### config.mk
export PLATFORM = sky130hd
export DESIGN_NAME = twostep_assembler
export DESIGN_NICKNAME = d
export VERILOG_FILES = /design/src/rtl/twostep_assembler.sv
export SDC_FILE = /design/constraint.sdc
export NUM_CORES = 1
export LEC_CHECK = 0
export CAP_MARGIN = 20
export CORE_ASPECT_RATIO = 0.8
export CORE_MARGIN = 10
export CORE_UTILIZATION = 48
export CTS_BUF_LIST = sky130_fd_sc_hd__clkbuf_2 sky130_fd_sc_hd__clkbuf_4 sky130_fd_sc_hd__clkbuf_8
export DETAILED_ROUTE_END_ITERATION = 6
export GPL_TIMING_DRIVEN = 0
export PLACE_DENSITY = 0.83
export SKIP_CTS_REPAIR_TIMING = 1
export SYNTH_ARGS = -nofsm -noshare
export SYNTH_HDL_FRONTEND = slang
export SYNTH_SLANG_ARGS = --single-unit
### constraint.sdc
create_clock -name clk -period 6.6 [get_ports clk]
set_clock_uncertainty 0.05 [all_clocks]
set_input_delay 1.98 -clock clk [delete_from_list [all_inputs] [get_ports clk]]
set_output_delay 1.98 -clock clk [all_outputs]
set_load 0.005 [all_outputs]
### src/rtl/twostep_assembler.sv
module twostep_assembler #(
  parameter int LINES      = 15,
  parameter int COARSE_CYC = 3,
  parameter int FINE_CYC   = 2
) (
  input  logic                               clk,
  input  logic                               rst,
  input  logic                               start,
  input  logic [LINES-1:0]                   coarse_therm,
  input  logic                               over_range,
  input  logic [LINES-1:0]                   fine_therm,
  output logic [$clog2(LINES+1)-1:0]         dac_code,
  output logic                               busy,
  output logic [2*$clog2(LINES+1)-1:0]       result,
  output logic                               ready,
  output logic                               overflow
);
  localparam int CW    = $clog2(LINES + 1);
  localparam int RW    = 2 * CW;
  localparam int MAXC  = (COARSE_CYC > FINE_CYC) ? COARSE_CYC : FINE_CYC;
  localparam int CNT_W = $clog2(MAXC + 1);

  typedef enum logic [1:0] {S_IDLE, S_COARSE, S_FINE} phase_t;

  function automatic logic [CW-1:0] ones(input logic [LINES-1:0] t);
    logic [CW-1:0] n;
    n = '0;
    for (int i = 0; i < LINES; i++) n = n + {{(CW-1){1'b0}}, t[i]};
    return n;
  endfunction

  phase_t          phase;
  logic [CNT_W-1:0] cnt;
  logic [CW-1:0]   coarse_q;
  logic            ovr_q;

  wire [CW-1:0] coarse_now = ones(coarse_therm);
  wire [CW-1:0] fine_now   = ones(fine_therm);
  wire coarse_end = (phase == S_COARSE) && (cnt == CNT_W'(COARSE_CYC - 1));
  wire fine_end   = (phase == S_FINE)   && (cnt == CNT_W'(FINE_CYC - 1));

  assign dac_code = coarse_q;
  assign busy     = (phase != S_IDLE);

  always_ff @(posedge clk) begin
    if (rst) begin
      phase    <= S_IDLE;
      cnt      <= '0;
      coarse_q <= '0;
      ovr_q    <= 1'b0;
      result   <= '0;
      ready    <= 1'b0;
      overflow <= 1'b0;
    end else begin
      case (phase)
        S_IDLE: if (start) begin
          phase <= S_COARSE;
          cnt   <= '0;
          ready <= 1'b0;
        end
        S_COARSE: if (coarse_end) begin
          coarse_q <= coarse_now;
          ovr_q    <= over_range;
          phase    <= S_FINE;
          cnt      <= '0;
        end else cnt <= cnt + 1'b1;
        S_FINE: if (fine_end) begin
          result <= ovr_q ? {RW{1'b1}} : {coarse_q, fine_now};
          ready  <= 1'b1;
          if (ovr_q) overflow <= 1'b1;
          phase  <= S_IDLE;
        end else cnt <= cnt + 1'b1;
        default: phase <= S_IDLE;
      endcase
    end
  end
endmodule


# After elaboration in Yosys (flattened, before gate mapping)
# Index checks and enable logic that the tools add are counted.
[totals] out_inout_bits=15 register_bits=19 in_bits=34 wordCells=68
[classes] n_reduce_logical=12 n_addsub=29 n_eq_ne=8 mux=12
[op_table] op="4-bit by 1-bit adder with 4-bit output" n=22
[op_table] op="2-bit two-way mux" n=6
[op_table] op="2-bit case mux with 3 select lines" n=2
[op_table] op="3-bit AND reduction" n=4
[op_table] op="3-bit by 1-bit adder with 4-bit output" n=2
[op_table] op="8-bit two-way mux" n=1
[op_table] op="2-bit != test (second input constant)" n=4
[op_table] op="2-bit by 1-bit adder with 3-bit output" n=2
[op_table] op="1-bit by 1-bit adder with 2-bit output" n=2
[op_table] op="2-bit by 1-bit equality test with 1-bit output (second input constant)" n=2
[op_table] op="2-bit equality test (second input constant)" n=2
[op_table] op="2-bit AND reduction" n=2
[op_table] op="2-bit nonzero test" n=2
[op_table] op="3-bit nonzero test" n=1
[op_table] op="2-bit by 1-bit adder with 2-bit output (second input constant)" n=1
[op_table] op="1-bit logical AND" n=2
[op_table] op="2-bit logical NOT" n=1
[op_table] op="1-bit two-way mux" n=2
[op_table] op="1-bit case mux with 2 select lines" n=1

# Longest topological paths before layout
# Gate-level depths: netlist of the first run.
[depth] word_depth=15 depth_mapped=12 mapped_depth_nobuf=12

# Worst setup path after synthesis of the first run
# OpenSTA, ideal clock, no wires.
[synth_path] path_type="input to register" start="input coarse_therm[0]" end="register coarse_q[2], in the netlist dac_code[2]" t_arrival_ps=5132 path_buffers=0 cell_stages=12 setup_time_ps=71 path_slack_ps=1348 path_cell_list="inv_1 -> fa_1 -> inv_1 -> fa_1 -> fa_1 -> inv_1 -> fa_1 -> fa_1 -> fa_1 -> xnor2_1 -> nand2_1 -> a21oi_1"
[synth_between] elab_chain_len=14
[synth_rtl] element="from (decl)" line="9" rtl="input logic [LINES-1:0] coarse_therm,"
[synth_rtl] element="1-bit by 1-bit adder with 2-bit output" line="28" rtl="for (int i = 0; i < LINES; i++) n = n + {{(CW-1){1'b0}}, t[i]};"
[synth_rtl] element="2-bit by 1-bit adder with 3-bit output" line="28"
[synth_rtl] element="3-bit by 1-bit adder with 4-bit output" line="28"
[synth_rtl] element="4-bit by 1-bit adder with 4-bit output (11 in a row)" line="28"
[synth_rtl] element="to (signal assigned)" line="62" rtl="coarse_q <= coarse_now;"
[synth_rtl] element="to (decl)" line="34" rtl="logic [CW-1:0] coarse_q;"
# Every way passes these cells.
# A chain may end at the register's enable or synchronous reset.

# Worst setup path in the final report of the first run
# Same ends and word-level chain as after synthesis.

==> results of run 1 <==
-- per-layer routing --
| metal | up-vias | share of wire, % | GRT usage (%) |
|---|---|---|---|
| met5 | - | 0 | 0 |
| met4 | 0 | 0 | 0.943 |
| met3 | 0 | 7.6 | 4.73 |
| met2 | 25 | 53 | 20.0 |
| met1 | 592 | 39 | 14.0 |
| li1 | 614 | - | - |
-- how the worst max path moves through the flow --
| stage | startpoint | to | slack, ps | cells past startpoint |
|---|---|---|---|---|
| after floorplan | coarse_therm[0] | dac_code[2]$_SDFFE_PP0P_ | 1350 | 12 |
| after global placement | coarse_therm[0] | dac_code[2]$_SDFFE_PP0P_ | 790 | 13 |
| after detailed placement | coarse_therm[0] | dac_code[2]$_SDFFE_PP0P_ | 720 | 13 |
| after CTS | coarse_therm[0] | dac_code[2]$_SDFFE_PP0P_ | 1000 | 13 |
| after global routing | fine_therm[0] | result[3]$_SDFFE_PP0P_ | 880 | 11 |
| final | coarse_therm[0] | dac_code[2]$_SDFFE_PP0P_ | 1020 | 13 |
-- placed cells by master, fill, tap and decap left out, drive strengths merged, types with 4 or more instances in the layout --
master,instances
dfxtp,19
nor3,16
ha,10
nor2b,4
nand2,7
buf,4
a21oi,5
inv,42
fa,20
clkdlybuf4s50,48
nor2,13
clkbuf,4
-- sequential cells by signal (all words and copies together) (netlist names) --
name	flops
cnt	2
dac_code	4
overflow	1
ovr_q	1
phase	2
ready	1
result	8
-- where the power goes --
group          internal (mW)  switching, mW
logic                  0.106         0.0991
clock network         0.0420         0.0399
registers              0.117        0.00252
total                  0.265          0.142
-- worst max-delay path, stage by stage --
cell	delay, ps
clkdlybuf4s50_1	450
inv_1	50
fa_1	520
inv_1	50
fa_1	480
fa_1	520
inv_1	50
fa_1	450
fa_1	430
fa_1	400
xnor2_1	140
nand2_1	70
a21oi_1	130
-- per-stage QoR --
stage | total power [mW] | util (%) | area, µm²
2_1_floorplan | 0.270 | - | 1500
3_5_place_dp | 0.331 | 66.6 | 2030
5_1_grt | 0.446 | 68.1 | 2070
6_report | 0.407 | 68.1 | 2070
3_3_place_gp | 0.321 | 66.6 | 2030
4_1_cts | 0.411 | 68.1 | 2070
-- final cells by class --
cell class	count	area (µm²)	area share [%]
multi-input combinational	100	932	45.0
sequential	19	380	18.4
timing repair buffer	48	480	23.2
clock inverter	1	5.00	0.242
tap	40	50.0	2.42
inverter	42	158	7.61
buffer	5	25.0	1.21
clock buffer	3	41.3	1.99
-- kinds of logic after synthesis --
group | share of synthesized area [%]
compound gates | 7.53
xor+xnor | 1.17
fa+ha+maj | 35.1
buf+inv | 12.2
flops | 25.4
mux | 1.34
simple gates | 17.2
==> results by group, run 1 <==
Global route
  – Grt ovf: 0
  – Antenna violations before repair: 0
  – Wire length of the first global-routing pass: between 5000 and 6000 µm
  – GRT Total Usage: 11.8%
  – Pin count of the biggest net entering global routing: 12
  – Vias in the first global route: roughly 1,300

Timing
  – Pin slew with the least headroom to its limit: approximately 420 ps
  – Setup tns final: 0 ps
  – Min cycle time layout: 5580 ps
  – RSZ-0062 raised after global routing: false
  – Fmax: between 150 and 200 MHz
  – Min Hold Slack: ~430 ps
  – Final setup violation count: 0
  – Setup ws final: 1020 ps
  – Slew Viols, Final: 0
  – Hold Fails Final Rpt: 0
  – Rel. slew slack: 71.6%
  – Fin crit share: between 80% and 90%

Critical path
  – Reg2reg end: phase[0]$_SDFFE_PP0P_
  – Maximum fanout along the worst path: 2
  – Reg2reg setup slack: ~5000 ps
  – Reg2reg start: phase[0]$_SDFFE_PP0P_
  – CP endpoint kind: flop
  – Data required, critical path: ~6700 ps
  – R2R cell count: 5
  – WP data arrival: approximately 5700 ps
  – Critical Path Start Type: primary input
  – Crit Path Category: primary input to flop

Yosys
  – EDFF count, synth: 0
  – Top cells by area, synth: fa_1, dfxtp_1, inv_1
  – Async set-or-reset flop fraction in the synthesized netlist: 0%
  – Seq/Total Area, Yosys: between 20% and 30%
  – Mapped cell area: 0.00150 mm²
  – Most frequent cell after synthesis: inv_1
  – Mapped Nets: 230
  – Commonest cells in the netlist: inv_1, fa_1, dfxtp_1, nor3_1, nor2_1
  – Synth top area share: between 20 and 30%
  – Synth warn: 0
  – Yosys top cell by area: fa_1
  – Yosys cell types: 31
  – Synth Area per Inst: ~9.0 µm²
  – Top_reg_cell synth: dfxtp_1
  – Flops & latches, synth: 19
  – Synth Instances: between 150 and 200

Detailed routing
  – Initial DRT Pass Iterations: 4
  – Via count: between 1,000 and 1,500
  – Initial drt markers: 28
  – Routed Antenna Nets: 0
  – Via density per instance: 4.77
  – Post-DR wirelength/cell: 12.7 µm
  – Residual DRC: 0
  – Routed WL: 3280 µm

Floorplan
  – Rows: 18
  – Top Ports: 49
  – Initial core utilization: about half
  – Die ar.: ~0.0058 mm²
  – Die X-Extent: approximately 80 µm
  – CORE AREA: about 0.0030 mm²
  – Die height: 69.9 µm

Finish
  – Fill count: 248
  – Layout area overhead: 38.6%
  – Nets@finish: about 280
  – N_diodes: 0
  – Layout cell share with drive strength beyond 1: roughly 4.6%
  – Finished Layout Cells: about 260

Place
  – I/O Buffers: 48
  – Gpl congestion: approximately 0.84
  – Post-detail-place hpwl: ~2900 µm
  – Setup slack at placement: 718 ps
  – DP Cell Count: 254

CTS
  – Inserted Clock Buffers: 3
  – Clk slew on worst S/H paths: about 70 ps
  – Clock sinks: 19
  – CTS tree: yes
  – Clk buf depth: 2
  – CTS root buf: clkbuf_8
  – Clock Latency Late Sink: ~260 ps
  – Htree depth: 1

Power and ir drop
  – Pwr/cell area: a little under 200 mW/mm²
  – VDD IR-drop max: about 0.13 mV
  – P_leak: 0.920 nW

Run status
  – Status: finished, final reports clean

Hold path
  – Min-delay src: overflow$_SDFFE_PP0P_
  – Hold Crit Depth: 2
  – Hold Path Class: flop to flop
  – Worst Hold End: overflow$_SDFFE_PP0P_

Job
  – MaxCap Viol Count: 0
Note: power is estimated with default switching activity, not from simulation.
==> run 2: changes to the inputs <==
==> constraint.sdc (replaced) <==
create_clock -name clk -period 5.7 [get_ports clk]
set_clock_uncertainty 0.05 [all_clocks]
set_input_delay 1.71 -clock clk [delete_from_list [all_inputs] [get_ports clk]]
set_output_delay 1.71 -clock clk [all_outputs]
set_load 0.005 [all_outputs]
==> results of run 2 <==
The final DEF is identical to that of run 1. Status: finished, final reports clean.
Among the figures that moved: setup slack after placement 718 ps -> 88.2 ps; setup slack after layout 1020 ps -> 393 ps; register-to-register setup slack 5000 ps -> 4100 ps; total power 0.407 mW -> 0.471 mW; worst IR drop on VDD 0.128 mV -> 0.148 mV
==> run 3: changes to the inputs <==
--- a/config.mk
+++ b/config.mk
@@ -13,7 +13,6 @@
 export DETAILED_ROUTE_END_ITERATION = 6
 export GPL_TIMING_DRIVEN = 0
 export PLACE_DENSITY = 0.83
-export SKIP_CTS_REPAIR_TIMING = 1
 export SYNTH_ARGS = -nofsm -noshare
 export SYNTH_HDL_FRONTEND = slang
 export SYNTH_SLANG_ARGS = --single-unit
==> results of run 3 <==
The final DEF is identical to that of run 1. Status: finished, final reports clean.
Among the figures that moved: setup slack after placement 718 ps -> 88.2 ps; setup slack after layout 1020 ps -> 393 ps; register-to-register setup slack 5000 ps -> 4100 ps; total power 0.407 mW -> 0.471 mW; worst IR drop on VDD 0.128 mV -> 0.148 mV
